File: src/rtl/vga_seq_pkg.sv
package vga_seq_pkg;
  localparam int CLR_W  = 6;
  localparam int WORD_W = CLR_W + 2;

  typedef logic [CLR_W-1:0]  colour_t;
  typedef logic [WORD_W-1:0] word_t;

  // idle word: both syncs released, colour black
  localparam word_t IDLE_WORD = {2'b11, {CLR_W{1'b0}}};

  // true when pos lies in [lo, lo+len)
  function automatic logic in_window(int unsigned pos, int unsigned lo, int unsigned len);
    return (pos >= lo) && (pos < lo + len);
  endfunction

  // sync levels in the two top bits, colour below
  function automatic word_t pack_word(logic vs_n, logic hs_n, colour_t c);
    return {vs_n, hs_n, c};
  endfunction
endpackage

File: src/rtl/vga_phase_counter.sv
module vga_phase_counter
  import vga_seq_pkg::*;
#(
  parameter int  BLANK_A   = 16,
  parameter int  SYNC_LEN  = 96,
  parameter int  BLANK_B   = 48,
  parameter int  SHOW_LEN  = 640,
  parameter bit  SYNC_LAST = 1'b0
) (
  input  logic clk,
  input  logic rst,
  input  logic step,
  output logic at_first,
  output logic at_last,
  output logic in_sync,
  output logic in_show
);
  localparam int TOTAL = BLANK_A + SYNC_LEN + BLANK_B + SHOW_LEN;
  localparam int W     = $clog2(TOTAL);
  localparam logic [W-1:0] LAST = W'(TOTAL - 1);

  logic [W-1:0] cnt;

  always_ff @(posedge clk) begin
    if (rst)       cnt <= '0;
    else if (step) cnt <= at_last ? '0 : cnt + W'(1);
  end

  assign at_first = (cnt == '0);
  assign at_last  = (cnt == LAST);

  generate
    if (SYNC_LAST) begin : g_frame_order
      // blank A, visible, blank B, sync
      assign in_show = in_window(32'(cnt), BLANK_A, SHOW_LEN);
      assign in_sync = in_window(32'(cnt), BLANK_A + SHOW_LEN + BLANK_B, SYNC_LEN);
    end else begin : g_line_order
      // blank A, sync, blank B, visible
      assign in_sync = in_window(32'(cnt), BLANK_A, SYNC_LEN);
      assign in_show = in_window(32'(cnt), BLANK_A + SYNC_LEN + BLANK_B, SHOW_LEN);
    end
  endgenerate

  a_r2_wrap_to_first: assert property (@(posedge clk) disable iff (rst)
    (step && at_last) |=> at_first);
  a_r3_step_by_one: assert property (@(posedge clk) disable iff (rst)
    (step && !at_last) |=> (cnt == $past(cnt) + W'(1)));
  a_r3_hold_when_idle: assert property (@(posedge clk) disable iff (rst)
    !step |=> $stable(cnt));
endmodule

File: src/rtl/vga_word_packer.sv
module vga_word_packer
  import vga_seq_pkg::*;
(
  input  logic    clk,
  input  logic    rst,
  input  logic    hs_on,
  input  logic    vs_on,
  input  logic    take,
  input  colour_t colour,
  input  logic    first,
  output word_t   word,
  output logic    frame_start
);
  always_ff @(posedge clk) begin
    if (rst) begin
      word        <= IDLE_WORD;
      frame_start <= 1'b0;
    end else begin
      word        <= pack_word(!vs_on, !hs_on, take ? colour : '0);
      frame_start <= first;
    end
  end

  a_r5_black_unless_taken: assert property (@(posedge clk) disable iff (rst)
    (word[CLR_W-1:0] != '0) |-> $past(take));
endmodule

File: src/rtl/vga_frame_seq.sv
module vga_frame_seq
  import vga_seq_pkg::*;
#(
  parameter int H_FRONT  = 16,
  parameter int H_SYNC   = 96,
  parameter int H_BACK   = 48,
  parameter int H_ACTIVE = 640,
  parameter int V_BACK   = 33,
  parameter int V_ACTIVE = 480,
  parameter int V_FRONT  = 10,
  parameter int V_SYNC   = 2
) (
  input  logic       clk,
  input  logic       rst,
  input  logic       pixel_valid,
  input  logic [5:0] pixel_data,
  output logic       pixel_ready,
  output logic [7:0] vga_word,
  output logic       frame_start
);
  // named internal events for the assertions
  logic h_first, h_last, h_sync, h_show;
  logic v_first, v_last, v_sync, v_show;
  logic take, first_pos;

  vga_phase_counter #(
    .BLANK_A(H_FRONT), .SYNC_LEN(H_SYNC), .BLANK_B(H_BACK),
    .SHOW_LEN(H_ACTIVE), .SYNC_LAST(1'b0)
  ) u_line (
    .clk(clk), .rst(rst), .step(1'b1),
    .at_first(h_first), .at_last(h_last), .in_sync(h_sync), .in_show(h_show)
  );

  vga_phase_counter #(
    .BLANK_A(V_BACK), .SYNC_LEN(V_SYNC), .BLANK_B(V_FRONT),
    .SHOW_LEN(V_ACTIVE), .SYNC_LAST(1'b1)
  ) u_frame (
    .clk(clk), .rst(rst), .step(h_last),
    .at_first(v_first), .at_last(v_last), .in_sync(v_sync), .in_show(v_show)
  );

  assign pixel_ready = h_show && v_show && !rst;
  assign take        = pixel_ready && pixel_valid;
  assign first_pos   = h_first && v_first;

  vga_word_packer u_pack (
    .clk(clk), .rst(rst),
    .hs_on(h_sync), .vs_on(v_sync),
    .take(take), .colour(pixel_data), .first(first_pos),
    .word(vga_word), .frame_start(frame_start)
  );

  a_r4_hsync_low_in_window: assert property (@(posedge clk) disable iff (rst)
    !vga_word[6] |-> $past(h_sync));
  a_r4_vsync_low_in_window: assert property (@(posedge clk) disable iff (rst)
    !vga_word[7] |-> $past(v_sync));
  a_r7_ready_outside_sync: assert property (@(posedge clk) disable iff (rst)
    pixel_ready |-> (!h_sync && !v_sync));
  a_r9_marker_word: assert property (@(posedge clk) disable iff (rst)
    frame_start |-> (vga_word == 8'hC0) && $past(first_pos));
  a_r3_frame_wrap: assert property (@(posedge clk) disable iff (rst)
    (h_last && v_last) |=> first_pos);
endmodule

File: config.mk
export PLATFORM = sky130hd
export DESIGN_NAME = vga_frame_seq
export DESIGN_NICKNAME = d
export VERILOG_FILES = /design/src/rtl/vga_seq_pkg.sv /design/src/rtl/vga_phase_counter.sv /design/src/rtl/vga_word_packer.sv /design/src/rtl/vga_frame_seq.sv
export SDC_FILE = /design/constraint.sdc
export NUM_CORES = 1
export LEC_CHECK = 0
export ABC_AREA = 1
export BUFFER_PORTS_ARGS = -buffer_cell sky130_fd_sc_hd__clkbuf_2
export CORE_ASPECT_RATIO = 1.75
export CORE_MARGIN = 3
export CORE_UTILIZATION = 36
export DETAILED_ROUTE_END_ITERATION = 10
export PLACE_DENSITY_LB_ADDON = 0.3
export RECOVER_POWER = 50
export SYNTH_ARGS = -nofsm -noshare
export SYNTH_HDL_FRONTEND = slang
export SYNTH_SLANG_ARGS = --single-unit
File: constraint.sdc
create_clock -name clk -period 1.4 [get_ports clk]
set_input_delay 0.28 -clock clk [delete_from_list [all_inputs] [get_ports clk]]
set_output_delay 0.28 -clock clk [all_outputs]
set_load 0.01 [all_outputs]
Word-level counts from Yosys, hierarchy flattened
Index checks and enable logic that the tools add are counted.
{ "op_classes": {"n_reduce_logical": 15, "eq_ne": 2, "magnitude_cmp": 8, "bitwise": 1, "muxes": 1, "addsub": 2} }
{ "ops": {"columns": ["op", "n"], "rows": [
  ["$lt A10 B10 Y1 const B", 3],
  ["$add A10 B1 Y10 const B", 2],
  ["$eq A10 B10 Y1 const B", 2],
  ["$logic_not A10 Y1", 2],
  ["$ge A10 B10 Y1 const B", 1],
  ["$ge A10 B5 Y1 const B", 1],
  ["$ge A10 B6 Y1 const B", 1],
  ["$ge A10 B8 Y1 const B", 1],
  ["$lt A10 B7 Y1 const B", 1],
  ["$mux W10", 1],
  ["$logic_and A1 B1 Y1", 8],
  ["$reduce_or A2 Y1", 2],
  ["$logic_not A1 Y1", 3],
  ["$not A1 Y1", 1]
]} }
{ "totals": {"inputBits": 9, "output_inout_bits": 10, "ff_bits": 29} }

Longest topological paths before layout
Gate-level depths: netlist of the first run.
{ "depth": {"word_depth": 7, "depth_mapped": 9, "ltp_nobuf": 9} }

Cells and area by module
A second synthesis of the first run with hierarchy kept.
{ "hier_totals": {"cells_unflattened": 219, "hier_area_um2": 1514.0} }
{ "modules_own_cells": {"columns": ["mod", "area_each_um2", "cells_each", "instances"], "rows": [
  ["vga_phase_counter (u_frame)", 643.1, 98, 1],
  ["vga_phase_counter (u_line)", 576.8, 86, 1],
  ["vga_word_packer", 255.2, 27, 1],
  ["vga_frame_seq", 38.8, 8, 1]
]} }

Least setup slack after synthesis of the first run
OpenSTA, ideal clock, no wires.
{ "synth_timing": {"path_type": "register to output", "start": "register u_frame.cnt[0]", "end": "output port pixel_ready", "stages_incl_launch_ff": 7, "slack_ns": 0.025, "t_arrival_ns": 1.095, "path_cell_list": "dfxtp_1 inv_1 ha_1 nand3_1 nand2_1 a21oi_2 and2_1"} }
{ "synth_between": {"elab_chain_len": 4, "elab_cells_between_ends": 5} }
{ "synth_rtl": {"columns": ["element", "line_no", "rtl"], "rows": [
  ["start: declaration", "vga_phase_counter.sv:22", "logic [W-1:0] cnt;"],
  ["start signal: assignment", "vga_phase_counter.sv:26", "else if (step) cnt <= at_last ? '0 : cnt + W'(1);"],
  ["$ge A10 B6 Y1 / $lt A10 B10 Y1 (equally long branches)", "vga_seq_pkg.sv:13", "return (pos >= lo) && (pos < lo + len);"],
  ["$logic_and A1 B1 Y1 (*)", "vga_seq_pkg.sv:13", null],
  ["$logic_and A1 B1 Y1 (*) (2 in a row)", "vga_frame_seq.sv:42", "assign pixel_ready = h_show && v_show && !rst;"],
  ["end: declaration", "vga_frame_seq.sv:17", "output logic pixel_ready,"]
]} }
Mark *: on every way between the ends. The rest lies on a longest branch, timed or not.

Final worst setup path of the first run
{ "layout_timing": {"start": "register u_frame.cnt[1]", "end": "output port pixel_ready"} }
The elaborated chain is that of the path after synthesis.

==> results of run 1 <==
==> critical path: cells and delay by family, from the launching register on <==
family | cells | cell delay, ns
and+or+nand+nor | 4 | 0.43
DFF | 1 | 0.33
buffers and inverters | 3 | 0.25
adders and majority gates | 1 | 0.14
==> layout by cell type, fill, tap and decap left out, types with 2 or more instances in the layout <==
| master | count |
|---|---|
| nand2_2 | 8 |
| nor2_2 | 7 |
| dfxtp_1 | 22 |
| nand4_1 | 5 |
| clkbuf_8 | 7 |
| nand3_1 | 10 |
| nand2_4 | 2 |
| inv_2 | 3 |
| clkbuf_2 | 8 |
| o21ai_0 | 5 |
| inv_1 | 34 |
| nor2_4 | 7 |
| nor2_1 | 28 |
| nand2_8 | 2 |
| dfxtp_2 | 7 |
| clkbuf_1 | 9 |
| nand3_4 | 4 |
| buf_4 | 38 |
| ha_4 | 4 |
| a21oi_1 | 11 |
| a21oi_2 | 2 |
| nor3b_1 | 2 |
| nand2_1 | 41 |
==> flip-flops by register name (all words and copies together) (netlist names) <==
register,flops
u_frame.cnt,10
u_line.cnt,10
u_pack.word,8
u_pack.frame_start,1
==> power breakdown <==
group / total [µW] / internal [µW] / switching, µW
logic: 104 / 50.9 / 52.9
clock network: 764 / 444 / 320
registers: 846 / 837 / 9.39
total: 1710 / 1330 / 382
==> path summary, 6_finish.rpt <==
check / cells past startpoint / slack [ns] / startpoint / end
hold reg to reg: 2 / 0.48 / u_line.cnt[9]$_SDFF_PP0_ / u_line.cnt[9]$_SDFF_PP0_
hold / removal: 3 / 0.19 / pixel_data[2] / u_pack.word[2]$_SDFF_PP0_
setup reg to reg: 11 / -0.05 / u_frame.cnt[0]$_SDFFE_PP0P_ / u_pack.word[4]$_SDFF_PP0_
setup / recovery: 8 / -0.30 / u_frame.cnt[1]$_SDFFE_PP0P_ / pixel_ready
==> layout make-up <==
class,count,area [µm²],area share
well taps,48,60.06,0.02703
repair buffers,57,375.4,0.1689
clock buffers,7,96.34,0.04336
inverters,38,145.1,0.06532
clock inverters,1,5.005,0.002252
multi-input cells,149,950.9,0.4279
flip-flops and latches,29,589.3,0.2652
==> stage by stage <==
step                hold slack, ns  cells  utilization  worst slack (ns)  power (µW)
global route                0.1904    329       0.5638           -0.4228        1791
floorplan                   0.3491    215            -           0.02509       899.9
CTS                         0.1854    323       0.5263           -0.3257        1734
detailed placement          0.4770    311       0.4765          -0.08649       947.7
finish                      0.1947    329       0.5638           -0.3030        1714
global placement            0.4687    311       0.4765          -0.05771       946.3
==> timing repair <==
action / 4_1_cts / 5_1_grt
buffers inserted: 3 / 6
pin swaps: 11 / 17
setup endpoints to repair: 5 / 20
gates cloned: 1 / 0
resized for setup: 17 / 27
==> routing by layer <==
| layer | track usage | share of wire | vias to the layer above | wire [µm] |
|---|---|---|---|---|
| met2 | 0.2885 | 0.56 | 21 | 2098 |
| met4 | 0.09356 | 0.034 | 0 | 126 |
| met5 | 0 | 0 | - | 0 |
| met1 | 0.1740 | 0.38 | 692 | 1398 |
| li1 | - | - | 807 | - |
| met3 | 0.03612 | 0.026 | 10 | 98 |
==> logic make-up after synthesis <==
group,count (synthesis)
simple gates,120
buf+inv,38
flops,29
compound gates,23
fa+ha+maj,5
==> flow_metrics.py, run 1 <==
metrics = {
    "yosys": {
        "ys_top_cells_by_count": "nand2_1 (46), inv_1 (36), nor2_1 (32)",
        "synth.distinct_cells": 27,
        "synth_area_leader_cell": "dfxtp_1",
        "yosys_register_bits": 29,
        "synthMuxAreaShare": 0,
        "syn_area_mm2": 0.001503,
        "synth_warnings": 0,
        "synth-simple-area-share": 0.3880,
        "synth-edff-count": 0,
        "syn-num-nets": 229,
        "synth_area_leaders": "dfxtp_1 (39%), nand2_1 (11%), inv_1 (9.0%), nor2_1 (8.0%), ha_1 (4.2%)",
        "yosys.area_share.adder": 0.04163,
        "netlist_instances": 215,
        "ys.flop_type": "dfxtp_1",
        "synth.avg_cell_area_um2": 6.989,
        "synth_xor_area_frac": 0,
        "synth-async-reset-ratio": 0,
        "ys_seq_area_frac": 0.3863,
        "synth_top_family_by_area": "simple AND/OR/NAND/NOR gates",
        "synthMostInstantiatedCell": "nand2_1",
        "synth_compound_area_frac": 0.08909,
        "synthDominantCellAreaShare": 0.3863,
    },
    "floorplan": {
        "die_y_um": 91.47,
        "pin_count": 19,
        "die_x_um": 54.84,
        "start_util": 0.3813,
        "die_area_mm2": 0.005016,
        "core_area_mm2": 0.003941,
        "num_rows": 30,
    },
    "setup_path": {
        "cp_cell_sequence": "inv_4 -> ha_4 -> nand4_1 -> nand2_1 -> inv_1 -> nor2_2 -> and2_1 -> buf_2",
        "crit_slowest_cell": "dfxtp_2",
        "cp.arrival_ns": 1.42,
        "critical_path_class": "flop to primary output",
        "critPathRequiredTime_ns": 1.12,
        "cp-start-kind": "flop",
        "max_stage_delay_ns": 0.33,
        "path_max_fanout": 3,
        "crit_path_end_kind": "primary output",
    },
    "run_status": {
        "status": "complete, but fails checks",
        "failed_checks": "negative setup slack",
    },
    "finish": {
        "final_area_mm2": 0.002222,
        "fill_cells": 372,
        "drive_gt1_frac": 0.3737,
        "syn_to_final_growth_pct": 47.88,
        "n_antenna_cell": 0,
        "fin_nets": 294,
    },
    "grt": {
        "overflow": 0,
        "antenna_found_initial": 0,
        "grt_pass1_wl_um": 6154,
        "grt_usage": 0.1676,
        "grt_max_degree": 10,
        "grt_pass1_vias": 1443,
    },
    "timing": {
        "max_slew.worst_pin.slew_ns": 0.2555,
        "period_needed_ns": 1.703,
        "max_clock_freq_mhz": 587.2,
        "finalMaxSlewViolations": 0,
        "period_share": 1.216,
        "finalWorstSetupSlack_ns": -0.3030,
        "finalHoldViolations": 0,
        "rsz0062_at_grt": "true",
        "worst_clock_skew_ns": 0.005875,
        "final-setup-viol-count": 7,
        "slew_headroom": 0.8281,
        "setup_tns_ns": -0.5730,
    },
    "min_path": {
        "holdCritPathClass": "input port to flop",
    },
    "routing": {
        "via_per_inst": 4.650,
        "vias": 1530,
        "drt_iter0_drc": 26,
        "post_drt_wl_per_cell_um": 11.31,
        "drc": 0,
        "first_pass_iters": 4,
        "postRouteAntennaNets": 0,
        "drt-total-wl_um": 3721,
    },
    "clock_network": {
        "clk_pin_slew_ns": 0.06,
        "ctsHoldBuffers": 0,
        "cts-root-buf": "clkbuf_8",
        "cts.htree.levels": 2,
        "cts_tree": "built",
        "cts.sinks": 29,
        "cts_buffers": 5,
        "clk_path_buf_depth": 2,
        "clock_latency_ns": 0.28,
    },
    "pwr": {
        "p_leak_uw": 0.001022,
        "vdd_ir_drop_max_mv": 0.7704,
        "pwr_density_cell_mw_per_mm2": 771.2,
    },
    "placed_design": {
        "globalplace.congestion": 0.8875,
        "numPortBuffers": 18,
        "postPlaceCellArea_mm2": 0.001878,
        "hpwl_um": 2662,
    },
    "job": {
        "maxCapViolations": 0,
    },
}
(Power assumes the default switching activity.)
==> run 2: changes to the inputs <==
Settings changed: CTS_BUF_LIST from default to sky130_fd_sc_hd__clkbuf_4.
==> flow_metrics.py, run 2 (same netlist as run 1, synthesis figures left out) <==
metrics = {
    "pwr": {
        "p_leak_uw": 0.0009740,
        "total_power_uw": 1442,
        "pwr_density_cell_mw_per_mm2": 668.7,
        "vdd_ir_drop_max_mv": 0.5143,
    },
    "clock_network": {
        "clock_latency_ns": 0.34,
        "clk_path_buf_depth": 2,
        "clk_pin_slew_ns": 0.09,
        "cts_buffers": 5,
        "cts.htree.levels": 2,
        "cts_tree": "built",
        "cts-root-buf": "clkbuf_4",
        "cts.sinks": 29,
        "ctsHoldBuffers": 0,
    },
    "placed_design": {
        "pre_cts_ws_ns": -0.08649,
        "numPortBuffers": 18,
        "hpwl_um": 2662,
        "globalplace.congestion": 0.8875,
        "postPlaceCellArea_mm2": 0.001878,
    },
    "setup_path": {
        "cp-start-kind": "flop",
        "crit_path_end_kind": "primary output",
        "critical_path_class": "flop to primary output",
        "cp.arrival_ns": 1.48,
        "crit_slowest_cell": "dfxtp_2",
        "path_max_fanout": 2,
        "worstSetupStartpoint": "u_frame.cnt[0]$_SDFFE_PP0P_",
        "cp_cell_sequence": "buf_6 -> ha_4 -> inv_2 -> nand3_1 -> nand2_1 -> a21oi_2 -> and2_1 -> buf_2",
        "max_stage_delay_ns": 0.34,
        "reg2reg_from": "u_frame.cnt[0]$_SDFFE_PP0P_",
        "critPathRequiredTime_ns": 1.12,
    },
    "routing": {
        "via_per_inst": 4.587,
        "drc": 0,
        "drt-total-wl_um": 3693,
        "drt_iter0_drc": 31,
        "vias": 1500,
        "postRouteAntennaNets": 0,
        "post_drt_wl_per_cell_um": 11.29,
        "first_pass_iters": 4,
    },
    "floorplan": {
        "die_area_mm2": 0.005016,
        "pin_count": 19,
        "num_rows": 30,
        "start_util": 0.3813,
        "die_x_um": 54.84,
        "die_y_um": 91.47,
        "core_area_mm2": 0.003941,
    },
    "grt": {
        "grt_pass1_wl_um": 6072,
        "grt_usage": 0.1669,
        "grt_pass1_vias": 1406,
        "grt_max_degree": 10,
        "antenna_found_initial": 0,
        "overflow": 0,
    },
    "timing": {
        "finalWorstSetupSlack_ns": -0.3563,
        "max_slew.worst_pin.slew_ns": 0.2577,
        "period_needed_ns": 1.756,
        "rsz0062_at_grt": "true",
        "max_clock_freq_mhz": 569.4,
        "final-setup-viol-count": 7,
        "finalMaxSlewViolations": 0,
        "setup_tns_ns": -0.7467,
        "slew_headroom": 0.8266,
        "finalHoldViolations": 0,
        "whs_ns": 0.1318,
        "period_share": 1.254,
        "worst_clock_skew_ns": 0.01289,
    },
    "finish": {
        "fill_cells": 396,
        "final_common_cell": "nand2_1",
        "top_regs": "u_frame.cnt (10), u_line.cnt (10), u_pack.word (8)",
        "syn_to_final_growth_pct": 43.55,
        "drive_gt1_frac": 0.3835,
        "final_cell_mix": "nand2_1 (41), buf_4 (36), inv_1 (33), nor2_1 (25), dfxtp_1 (21)",
        "fin_nets": 292,
        "final_area_mm2": 0.002157,
        "n_antenna_cell": 0,
    },
    "run_status": {
        "status": "complete, but fails checks",
        "failed_checks": "negative setup slack",
    },
    "min_path": {
        "hp-start": "pixel_data[4]",
        "holdCritPathClass": "input port to flop",
    },
    "job": {
        "maxCapViolations": 0,
    },
}
[run 2: routing by layer]
metal,share of wire,routed length (µm),vias up,track usage
met4,0.044,161,0,0.1123
li1,-,-,801,-
met5,0,0,-,0
met2,0.56,2080,17,0.2737
met3,0.021,76,12,0.03612
met1,0.37,1374,670,0.1780
[run 2: cell type report]
type / count / area (µm²) / area share
multi-input cells: 149 / 950.9 / 0.4408
flip-flops and latches: 29 / 590.6 / 0.2738
repair buffers: 55 / 360.3 / 0.1671
inverters: 38 / 145.1 / 0.06729
well taps: 48 / 60.06 / 0.02784
clock buffers: 5 / 37.54 / 0.01740
clock inverters: 3 / 12.51 / 0.005800
[run 2: worst paths after layout]
kind,to,slack (ns),cells past startpoint
hold / removal,u_pack.word[4]$_SDFF_PP0_,0.13,3
setup reg to reg,u_pack.word[4]$_SDFF_PP0_,-0.08,11
setup / recovery,pixel_ready,-0.36,8
hold reg to reg,u_frame.cnt[4]$_SDFFE_PP0P_,0.48,1
[run 2: worst max-delay path: cells and delay by family, from the launching register on]
kind / cells / cell delay (ns)
AO/OA/AOI/OAI: 1 / 0.06
adder cells (fa/ha/maj): 1 / 0.14
buffers and inverters: 3 / 0.29
flip-flops: 1 / 0.34
AND/OR/NAND/NOR: 3 / 0.32
[run 2: power by group]
group / total [µW] / switching, µW / internal [µW]
sequential: 845 / 9.50 / 836
combinational: 104 / 53.8 / 49.8
clock: 494 / 312 / 181
[run 2: per-stage QoR]
stage,instances,utilization
floorplan,215,-
global placement,311,0.4765
detailed placement,311,0.4765
CTS,323,0.5133
global route,327,0.5473
finish,327,0.5473
[run 2: timing repair]
item                       CTS  global route
gates resized for setup     17            32
setup endpoints to repair    6            21
setup buffers                3             4
cloned                       1             0
pin swaps                   10            19
